File: src/rtl/i2c_tb_pkg.sv
package i2c_tb_pkg;
   typedef enum logic {
      PH_HIGH = 1'b0,
      PH_LOW  = 1'b1
   } scl_phase_e;

   function automatic scl_phase_e other_phase(input scl_phase_e p);
      return (p == PH_HIGH) ? PH_LOW : PH_HIGH;
   endfunction
endpackage

File: src/rtl/i2c_tb_prescale.sv
module i2c_tb_prescale #(
   parameter int EXP_W = 3,
   localparam int CNT_W = (1 << EXP_W) - 1
) (
   input  logic             clk,
   input  logic             rst,
   input  logic [EXP_W-1:0] exp_i,
   output logic             samp_o
);
   logic [CNT_W-1:0] cnt_q;
   logic [CNT_W-1:0] lim;

   // thermometer limit: 2^N - 1 built bit by bit
   for (genvar gi = 0; gi < CNT_W; gi++) begin : g_lim
      assign lim[gi] = (int'(exp_i) > gi);
   end

   // ">=" lets a lowered exponent fire at once instead of wrapping the count
   assign samp_o = !rst && (cnt_q >= lim);

   always_ff @(posedge clk) begin
      if (rst || samp_o) cnt_q <= '0;
      else               cnt_q <= cnt_q + 1'b1;
   end
endmodule

File: src/rtl/i2c_tb_cfg.sv
module i2c_tb_cfg #(
   parameter int CTRL_W = 7
) (
   input  logic              clk,
   input  logic              load,
   input  logic [CTRL_W-1:0] ctrl_i,
   output logic [CTRL_W-1:0] act_o
);
   always_ff @(posedge clk) begin
      if (load) act_o <= ctrl_i;
   end
endmodule

File: src/rtl/i2c_tb_phase.sv
module i2c_tb_phase
   import i2c_tb_pkg::*;
#(
   parameter int SCL_W    = 4,
   parameter int HALF_MUL = 5,
   localparam int HALF_MAX = HALF_MUL * (1 << SCL_W),
   localparam int HC_W     = (HALF_MAX > 1) ? $clog2(HALF_MAX) : 1
) (
   input  logic             clk,
   input  logic             rst,
   input  logic             en,
   input  logic             samp_i,
   input  logic [SCL_W-1:0] m_i,
   output logic             scl_o,
   output logic             rise_o,
   output logic             fall_o
);
   scl_phase_e      ph_q;
   logic [HC_W-1:0] hcnt_q;
   logic [HC_W-1:0] half_last;
   logic            at_end;

   always_comb half_last = HC_W'(HALF_MUL * (int'(m_i) + 1) - 1);

   assign at_end = samp_i && en && (hcnt_q == half_last);
   assign rise_o = at_end && (ph_q == PH_LOW);
   assign fall_o = at_end && (ph_q == PH_HIGH);
   assign scl_o  = (ph_q == PH_HIGH);

   always_ff @(posedge clk) begin
      if (rst || !en) begin
         hcnt_q <= '0;
         ph_q   <= PH_HIGH;
      end else if (samp_i) begin
         if (hcnt_q == half_last) begin
            hcnt_q <= '0;
            ph_q   <= other_phase(ph_q);
         end else begin
            hcnt_q <= hcnt_q + 1'b1;
         end
      end
   end
endmodule

File: src/rtl/i2c_timebase.sv
module i2c_timebase #(
   parameter int EXP_W    = 3,
   parameter int SCL_W    = 4,
   parameter int HALF_MUL = 5,
   localparam int CTRL_W  = EXP_W + SCL_W
) (
   input  logic              clk,
   input  logic              rst,
   input  logic              en,
   input  logic [CTRL_W-1:0] ctrl,
   output logic              samp_stb,
   output logic              scl_o,
   output logic              scl_rise_stb,
   output logic              scl_fall_stb
);
   if (EXP_W < 1 || EXP_W > 5) begin : g_bad_exp
      $error("EXP_W must lie in 1..5");
   end
   if (SCL_W < 1 || SCL_W > 8) begin : g_bad_scl
      $error("SCL_W must lie in 1..8");
   end
   if (HALF_MUL < 1) begin : g_bad_mul
      $error("HALF_MUL must be at least 1");
   end

   logic [CTRL_W-1:0] act;
   logic              cfg_load;

   // period boundary, idle or reset: adopt the new control word
   assign cfg_load = rst || !en || scl_rise_stb;

   i2c_tb_cfg #(.CTRL_W(CTRL_W)) u_cfg (
      .clk    (clk),
      .load   (cfg_load),
      .ctrl_i (ctrl),
      .act_o  (act)
   );

   i2c_tb_prescale #(.EXP_W(EXP_W)) u_pre (
      .clk    (clk),
      .rst    (rst),
      .exp_i  (act[EXP_W-1:0]),
      .samp_o (samp_stb)
   );

   i2c_tb_phase #(.SCL_W(SCL_W), .HALF_MUL(HALF_MUL)) u_ph (
      .clk    (clk),
      .rst    (rst),
      .en     (en),
      .samp_i (samp_stb),
      .m_i    (act[CTRL_W-1:EXP_W]),
      .scl_o  (scl_o),
      .rise_o (scl_rise_stb),
      .fall_o (scl_fall_stb)
   );
endmodule

File: config.mk
export PLATFORM = sky130hd
export DESIGN_NAME = i2c_timebase
export DESIGN_NICKNAME = d
export VERILOG_FILES = /design/src/rtl/i2c_tb_pkg.sv /design/src/rtl/i2c_tb_prescale.sv /design/src/rtl/i2c_tb_cfg.sv /design/src/rtl/i2c_tb_phase.sv /design/src/rtl/i2c_timebase.sv
export SDC_FILE = /design/constraint.sdc
export NUM_CORES = 1
export LEC_CHECK = 0
export ABC_AREA = 1
export BUFFER_PORTS_ARGS = -buffer_cell sky130_fd_sc_hd__buf_2
export CAP_MARGIN = 5
export CORE_ASPECT_RATIO = 1.25
export CORE_MARGIN = 2
export CORE_UTILIZATION = 40
export CTS_BUF_LIST = sky130_fd_sc_hd__clkbuf_4
export DETAILED_ROUTE_END_ITERATION = 10
export MAX_ROUTING_LAYER = met4
export SYNTH_ARGS = -nofsm -noshare
export SYNTH_HDL_FRONTEND = slang
export SYNTH_SLANG_ARGS = --single-unit
File: constraint.sdc
create_clock -name clk -period 4.61 [get_ports clk]
set_clock_uncertainty 0.15 [all_clocks]
set_input_delay 0.2305 -clock clk [delete_from_list [all_inputs] [get_ports clk]]
set_output_delay 0.2305 -clock clk [all_outputs]
set_load 0.005 [all_outputs]
==> results of run 1 <==
## what timing repair did
action,in CTS,in global routing
hold buffers,7,0
endpoints found under the hold margin,7,0
buffers inserted,0,0
resized for setup,0,0
## cell type report
class                           instances  area, um^2
Fill cell                             456        2180
Multi-Input combinational cell        164        1030
Sequential cell                        22         510
Inverter                               41         154
Timing Repair Buffer                   20         135
Tap cell                               56        70.1
Clock buffer                            3        22.5
Clock inverter                          1        3.75
## report_power, final
| part | internal, mW | total, mW | switching [mW] |
|---|---|---|---|
| Clock | 0.0320 | 0.0914 | 0.0594 |
| Sequential | 0.210 | 0.223 | 0.0127 |
| Combinational | 0.0820 | 0.208 | 0.126 |
## per-layer routing
layer  up-vias  wire, um  GRT usage (%)
met4         0        21           2.67
li1        769         -              -
met5         -         0              -
met1       620      1490           17.1
met3         2        70           1.76
met2        20      1590           26.6
## Yosys cell counts
master | instances | share of area (%)
buf_6 | 1 | 0.66
dfxtp_1 | 15 | 18
nand4_4 | 1 | 1.2
nor3_2 | 2 | 1.2
edfxtp_1 | 7 | 12
o21ai_0 | 1 | 0.29
inv_1 | 37 | 8.2
nand3_1 | 16 | 4.7
nor2_1 | 22 | 4.8
or2_2 | 2 | 0.73
nand3b_1 | 2 | 0.88
nand3_4 | 1 | 1.0
nand4_1 | 3 | 1.1
nand4_2 | 1 | 0.73
nand2_4 | 2 | 1.3
xnor2_1 | 3 | 1.5
nor4_1 | 1 | 0.37
nand2_1 | 56 | 12
nand3_2 | 4 | 2.4
o22ai_1 | 1 | 0.37
inv_2 | 4 | 0.88
fa_1 | 2 | 2.4
ha_1 | 17 | 12
a21oi_2 | 2 | 1.0
nor3_1 | 3 | 0.88
nand2_2 | 8 | 2.9
xor2_1 | 6 | 3.1
a21oi_1 | 6 | 1.8
nor2_2 | 2 | 0.73
## kinds of logic after synthesis
kind of cell	Yosys count	share of synthesized area, %
and+or+nand+nor	126	37.4
buffers and inverters	42	9.70
DFF	22	30.0
adders and majority gates	19	14.8
AOI/OAI and AO/OA	10	3.45
xor gates and xnor gates	9	4.63
## worst min path at each step
stage,end
after floorplan,u_cfg.act_o[0]
final,u_ph.hcnt_q[6]
after CTS,u_ph.hcnt_q[6]
after global placement,u_cfg.act_o[0]
after global routing,u_ph.hcnt_q[6]
after detailed placement,u_cfg.act_o[0]
## flip-flops by register name, indices dropped and copies added (netlist names)
register	count
u_ph.ph_q	1
u_pre.cnt_q	7
u_cfg.act_o	7
u_ph.hcnt_q	7
## through the flow
step           instances  instance area (um^2)  util (%)
5_1_grt              307                  1920      46.9
3_5_place_dp         296                  1830      44.6
3_3_place_gp         296                  1830      44.6
6_report             307                  1920      46.9
2_1_floorplan        228                  1700         -
4_1_cts              307                  1920      46.9
## worst reg2reg max path, stage by stage (launching register included)
cell	delay, ps
edfxtp_1	530
ha_1	290
inv_1	110
nand2_2	80
nand2_1	80
ha_1	240
fa_1	460
ha_1	350
a21oi_1	180
nand2_1	70
nand2_1	60
nand2_1	100
nand2_4	120
inv_2	40
nor2_2	80
nand4_2	100
nand2_2	180
==> flow_summary.json, run 1 <==
{
  "nets": 281,
  "cts_tree": "built",
  "max_stage_delay_ps": 530,
  "grt_start_max_net_pins": 13,
  "end_kind": "output port",
  "synthCells": 228,
  "core-area_um2": 4100,
  "crit_end": "scl_fall_stb",
  "diodes": 0,
  "worst_pin_slew_ps": 336,
  "dieWidth_um": 62.4,
  "initial_core_util_pct": 41.5,
  "drv_slew": 0,
  "total_power_mw": 0.522,
  "synth_seq_cells": 22,
  "path_clk_slew_ps": 130,
  "grt_pass1_wl_mm": 5.58,
  "max-slew-margin-rel_pct": 77.4,
  "htreeDepth": 1,
  "reg2regPathDepth": 16,
  "slowest_stage": "edfxtp_1",
  "final_cell_mix": "nand2_1 (56), inv_1 (37), nor2_1 (22)",
  "cp_max_fo": 8,
  "hpwlAfterDp_mm": 2.53,
  "syn_area_um2": 1700,
  "grt_pass1_vias": 1340,
  "die_height_um": 77.0,
  "layout-drive-gt1-share_pct": 18.3,
  "synth_area_per_cell_um2": 7.47,
  "dp_slack_ps": 1100,
  "crit_buf_inv": 3,
  "avgViaCountPerCell": 4.60,
  "drt_pass1_iterations": 4,
  "worstSetupStartpointType": "flip-flop",
  "hold_violations": 0,
  "clock_latency_ps": 310,
  "power_density_nw_per_um2": 271,
  "synth_nets": 257,
  "grt_antenna_before_repair": 0,
  "setup_ws_ps": 773,
  "numClockSinks": 22,
  "syn2layout_area_growth_pct": 12.9,
  "final_common_cell": "nand2_1",
  "fin_tns_setup_ps": 0,
  "vias": 1411,
  "hp-class": "in -> reg",
  "ant_nets": 0,
  "cts_buffer_depth": 2,
  "path_depth": 15,
  "worstSetupStartpoint": "u_cfg.act_o[3]",
  "drtIter0Drc": 45,
  "fmax_ghz": 0.261,
  "cp_cell_sequence": "ha_1 > inv_1 > nand2_2 > nand2_1 > ha_1 > fa_1 > ha_1 > a21oi_1 > nand3_1 > nand2_1 > inv_1 > nand3_2 > nand4_4 > nor3_1 > buf_2",
  "r2r-start": "u_cfg.act_o[3]",
  "io_buffers": 13,
  "whs_ps": 63.5,
  "min_period_over_period_pct": 83.2,
  "path_class": "reg -> out",
  "rsz0062_at_grt": "no",
  "cp_common_cell": "ha_1",
  "rr_endpoint": "u_cfg.act_o[1]",
  "synth_cell_types": 29,
  "p_leak_nw": 0.943,
  "seq_area_frac_synth_pct": 30.0,
  "pin_count": 14,
  "r2r_setup_slack_ps": 1120,
  "fp-row-count": 26,
  "cp.required_ps": 4230,
  "crit_arrival_ps": 3460,
  "cts-root-buf": "clkbuf_4",
  "dieArea_um2": 4800,
  "worstHoldStart": "rst",
  "critPathTopFamily": "adder cells",
  "maxCapViolations": 0,
  "gr-usage-all-layers_pct": 14.5,
  "gr-total-overflow": 0,
  "status": "completed",
  "holdPathStages": 4,
  "ir_worst_vdd_uv": 138,
  "min_period_ps": 3840,
  "cts_buffers": 3,
  "drt-total-wl_mm": 3.17,
  "routedWlPerCell_um": 10.3,
  "synth-warning-count": 0,
  "drc": 0,
  "setup_viol": 0,
  "gp_congestion": 0.793
}
(Power assumes the default switching activity.)
==> run 2: changes to the inputs <==
ABC_AREA = 0   (was 1)
clock period = 3.3 ns   (was 4.61 ns; I/O delays follow)
==> run 2 against run 1 <==
  * Design area decreased by 6.4%
  * Utilization increased by 5.2 points
  * Total power rose by 58%
  * Non-clock buffer count up 8
  * Largest cell class unchanged
  * Highest routed layer unchanged
  * The run now ends with setup timing left
==> flow_summary.json, run 2 <==
{
  "status": "finished with violations",
  "failed_checks": "setup timing",
  "gp_congestion": 0.838,
  "gr-total-overflow": 0,
  "min_period_over_period_pct": 105,
  "dieWidth_um": 57.5,
  "core-area_um2": 3450,
  "die_height_um": 70.9,
  "muxShareOfSynthArea_pct": 0.699,
  "reg.largest.list": "u_cfg.act_o (7), u_ph.hcnt_q (7), u_pre.cnt_q (7)",
  "diodes": 0,
  "grt_pass1_wl_mm": 4.65,
  "dieArea_um2": 4080,
  "pin_count": 14,
  "end_kind": "output port",
  "path_class": "reg -> out",
  "synth-main-ff-cell": "dfxtp_1",
  "synth_area_per_cell_um2": 9.54,
  "cts_tree": "built",
  "total_power_mw": 0.826,
  "syn2layout_area_growth_pct": 25.7,
  "setup_viol": 9,
  "synthCells": 150,
  "dp_slack_ps": -65.4,
  "grt_antenna_before_repair": 0,
  "hpwlAfterDp_mm": 2.11,
  "gr-usage-all-layers_pct": 14.8,
  "drt-total-wl_mm": 2.66,
  "ir_worst_vdd_uv": 357,
  "drt_pass1_iterations": 4,
  "cp.required_ps": 2980,
  "layout-drive-gt1-share_pct": 22.2,
  "initial_core_util_pct": 41.4,
  "synth-warning-count": 0,
  "switching_share_pct": 32.8,
  "combPwrFrac_pct": 47.9,
  "cp_max_fo": 3,
  "p_int_mw": 0.556,
  "worst_pin_slew_ps": 447,
  "setup_ws_ps": -163,
  "clock_latency_ps": 300,
  "worstSetupStartpointType": "flip-flop",
  "path_clk_slew_ps": 120,
  "io_buffers": 13,
  "cts-root-buf": "clkbuf_4",
  "power_density_nw_per_um2": 459,
  "synthAdderAreaFrac_pct": 17.7,
  "synth_seq_cells": 22,
  "instances_no_fill": 219,
  "hp-class": "in -> reg",
  "grt_pass1_vias": 1101,
  "yosys.area_share.xor_xnor_pct": 17.9,
  "p_leak_nw": 0.785,
  "synth_top_cell_area_share_pct": 21.0,
  "drtIter0Drc": 6,
  "ant_nets": 0,
  "fmax_ghz": 0.289,
  "final_util_pct": 52.1,
  "nFillCells": 314,
  "syn_area_um2": 1430,
  "maxCapViolations": 0,
  "synthArstFlopShare_pct": 0,
  "final_cell_mix": "nor2_1 (16), dfxtp_1 (15), ha_1 (13), buf_2 (13), inv_1 (12)",
  "drc": 0,
  "r2r_setup_slack_ps": -110,
  "synth_most_common_cell": "ha_1",
  "numClockSinks": 22,
  "grt_start_max_net_pins": 13,
  "min_period_ps": 3460,
  "cts_buffer_depth": 2,
  "yosys.area_share.simple_pct": 18.4,
  "fp-row-count": 24,
  "crit_arrival_ps": 3150,
  "switching_power_mw": 0.271,
  "yosysTopAreaCell": "dfxtp_1",
  "synthTopCellsByCount": "ha_1 (17), nor2_1 (16), dfxtp_1 (15)",
  "seq_area_frac_synth_pct": 35.7,
  "synth_area_leaders": "dfxtp_1 (21%), ha_1 (15%), edfxtp_1 (15%)",
  "synth_cell_types": 29,
  "synth_compound_area_share_pct": 6.03,
  "vias": 1093,
  "max-slew-margin-rel_pct": 70.1,
  "dp.cells": 207,
  "routedWlPerCell_um": 12.2,
  "cts_buffers": 3,
  "final_common_cell": "nor2_1",
  "synth_nets": 179,
  "clockPowerShare_pct": 15.0,
  "avgViaCountPerCell": 4.99,
  "drv_slew": 0,
  "htreeDepth": 1,
  "hold_violations": 0,
  "p_seq_share_pct": 37.1,
  "rsz0062_at_grt": "yes",
  "synth-edff-count": 7,
  "nets": 210,
  "synth_top_family_by_area": "simple AND/OR/NAND/NOR gates"
}
-- run 2: per-layer routing --
layer	vias up	GRT usage [%]	part of all wire, %
met3	2	3.29	2.9
met5	-	-	0
li1	567	-	-
met2	13	23.4	49
met1	511	19.1	47
met4	0	4.13	0.49
-- run 2: kinds of logic (layout without fill, tap and decap cells) --
logic type      after synthesis  after routing
buf+inv                      14             44
mux                           1              1
flops                        22             22
xor+xnor                     26             26
simple gates                 54             54
fa+ha+maj                    19             19
compound gates               14             14
-- run 2: repair_timing --
item                                    CTS  global route
endpoints found under the setup margin   15            15
buffers inserted                          1             0
pin swaps                                10             4
hold buffers                              7             0
gates resized for setup                   1             7
endpoints found under the hold margin     7             0
-- run 2: critical path, stage by stage (launching register included) --
cell and delay, ps:
edfxtp_1 430, ha_2 220, xnor2_2 140, ha_1 320
fa_1 540, ha_4 220, xor2_2 140, xnor2_1 170
nor4_4 160, nand4b_1 200, nor3_1 170, buf_2 140
-- run 2: worst paths after layout --
check	cells after the start	startpoint	endpoint
max	11	u_cfg.act_o[4]	scl_rise_stb
min	3	rst	u_ph.hcnt_q[2]
max reg2reg	11	u_cfg.act_o[4]	u_cfg.act_o[5]
min reg2reg	1	u_pre.cnt_q[0]	u_pre.cnt_q[0]
-- run 2: layout make-up --
type                    count  area (um^2)  share of cell area, %
clock inverters             1         3.75                  0.209
multi-input cells         114          973                   54.1
repair buffers             28          195                   10.8
well taps                  39         48.8                   2.71
clock buffers               3         22.5                   1.25
flip-flops and latches     22          510                   28.4
inverters                  12         45.0                   2.50
-- run 2: per-stage QoR --
step / setup TNS, ps / area, um^2 / hold slack [ps]
after CTS: -1230 / 1750 / 127
after floorplan: -215 / 1480 / 114
after global placement: -57.9 / 1630 / 192
after detailed placement: -612 / 1630 / 193
final: -1100 / 1800 / 146
after global routing: -3690 / 1800 / 165
-- run 2: power by group through the flow --
stage               clock network [mW]  registers (mW)  logic, mW
detailed placement                   0           0.313      0.341
CTS                              0.134           0.307      0.351
global placement                     0           0.313      0.327
global route                     0.144           0.309      0.441
finish                           0.124           0.306      0.396
floorplan                            0           0.311      0.245
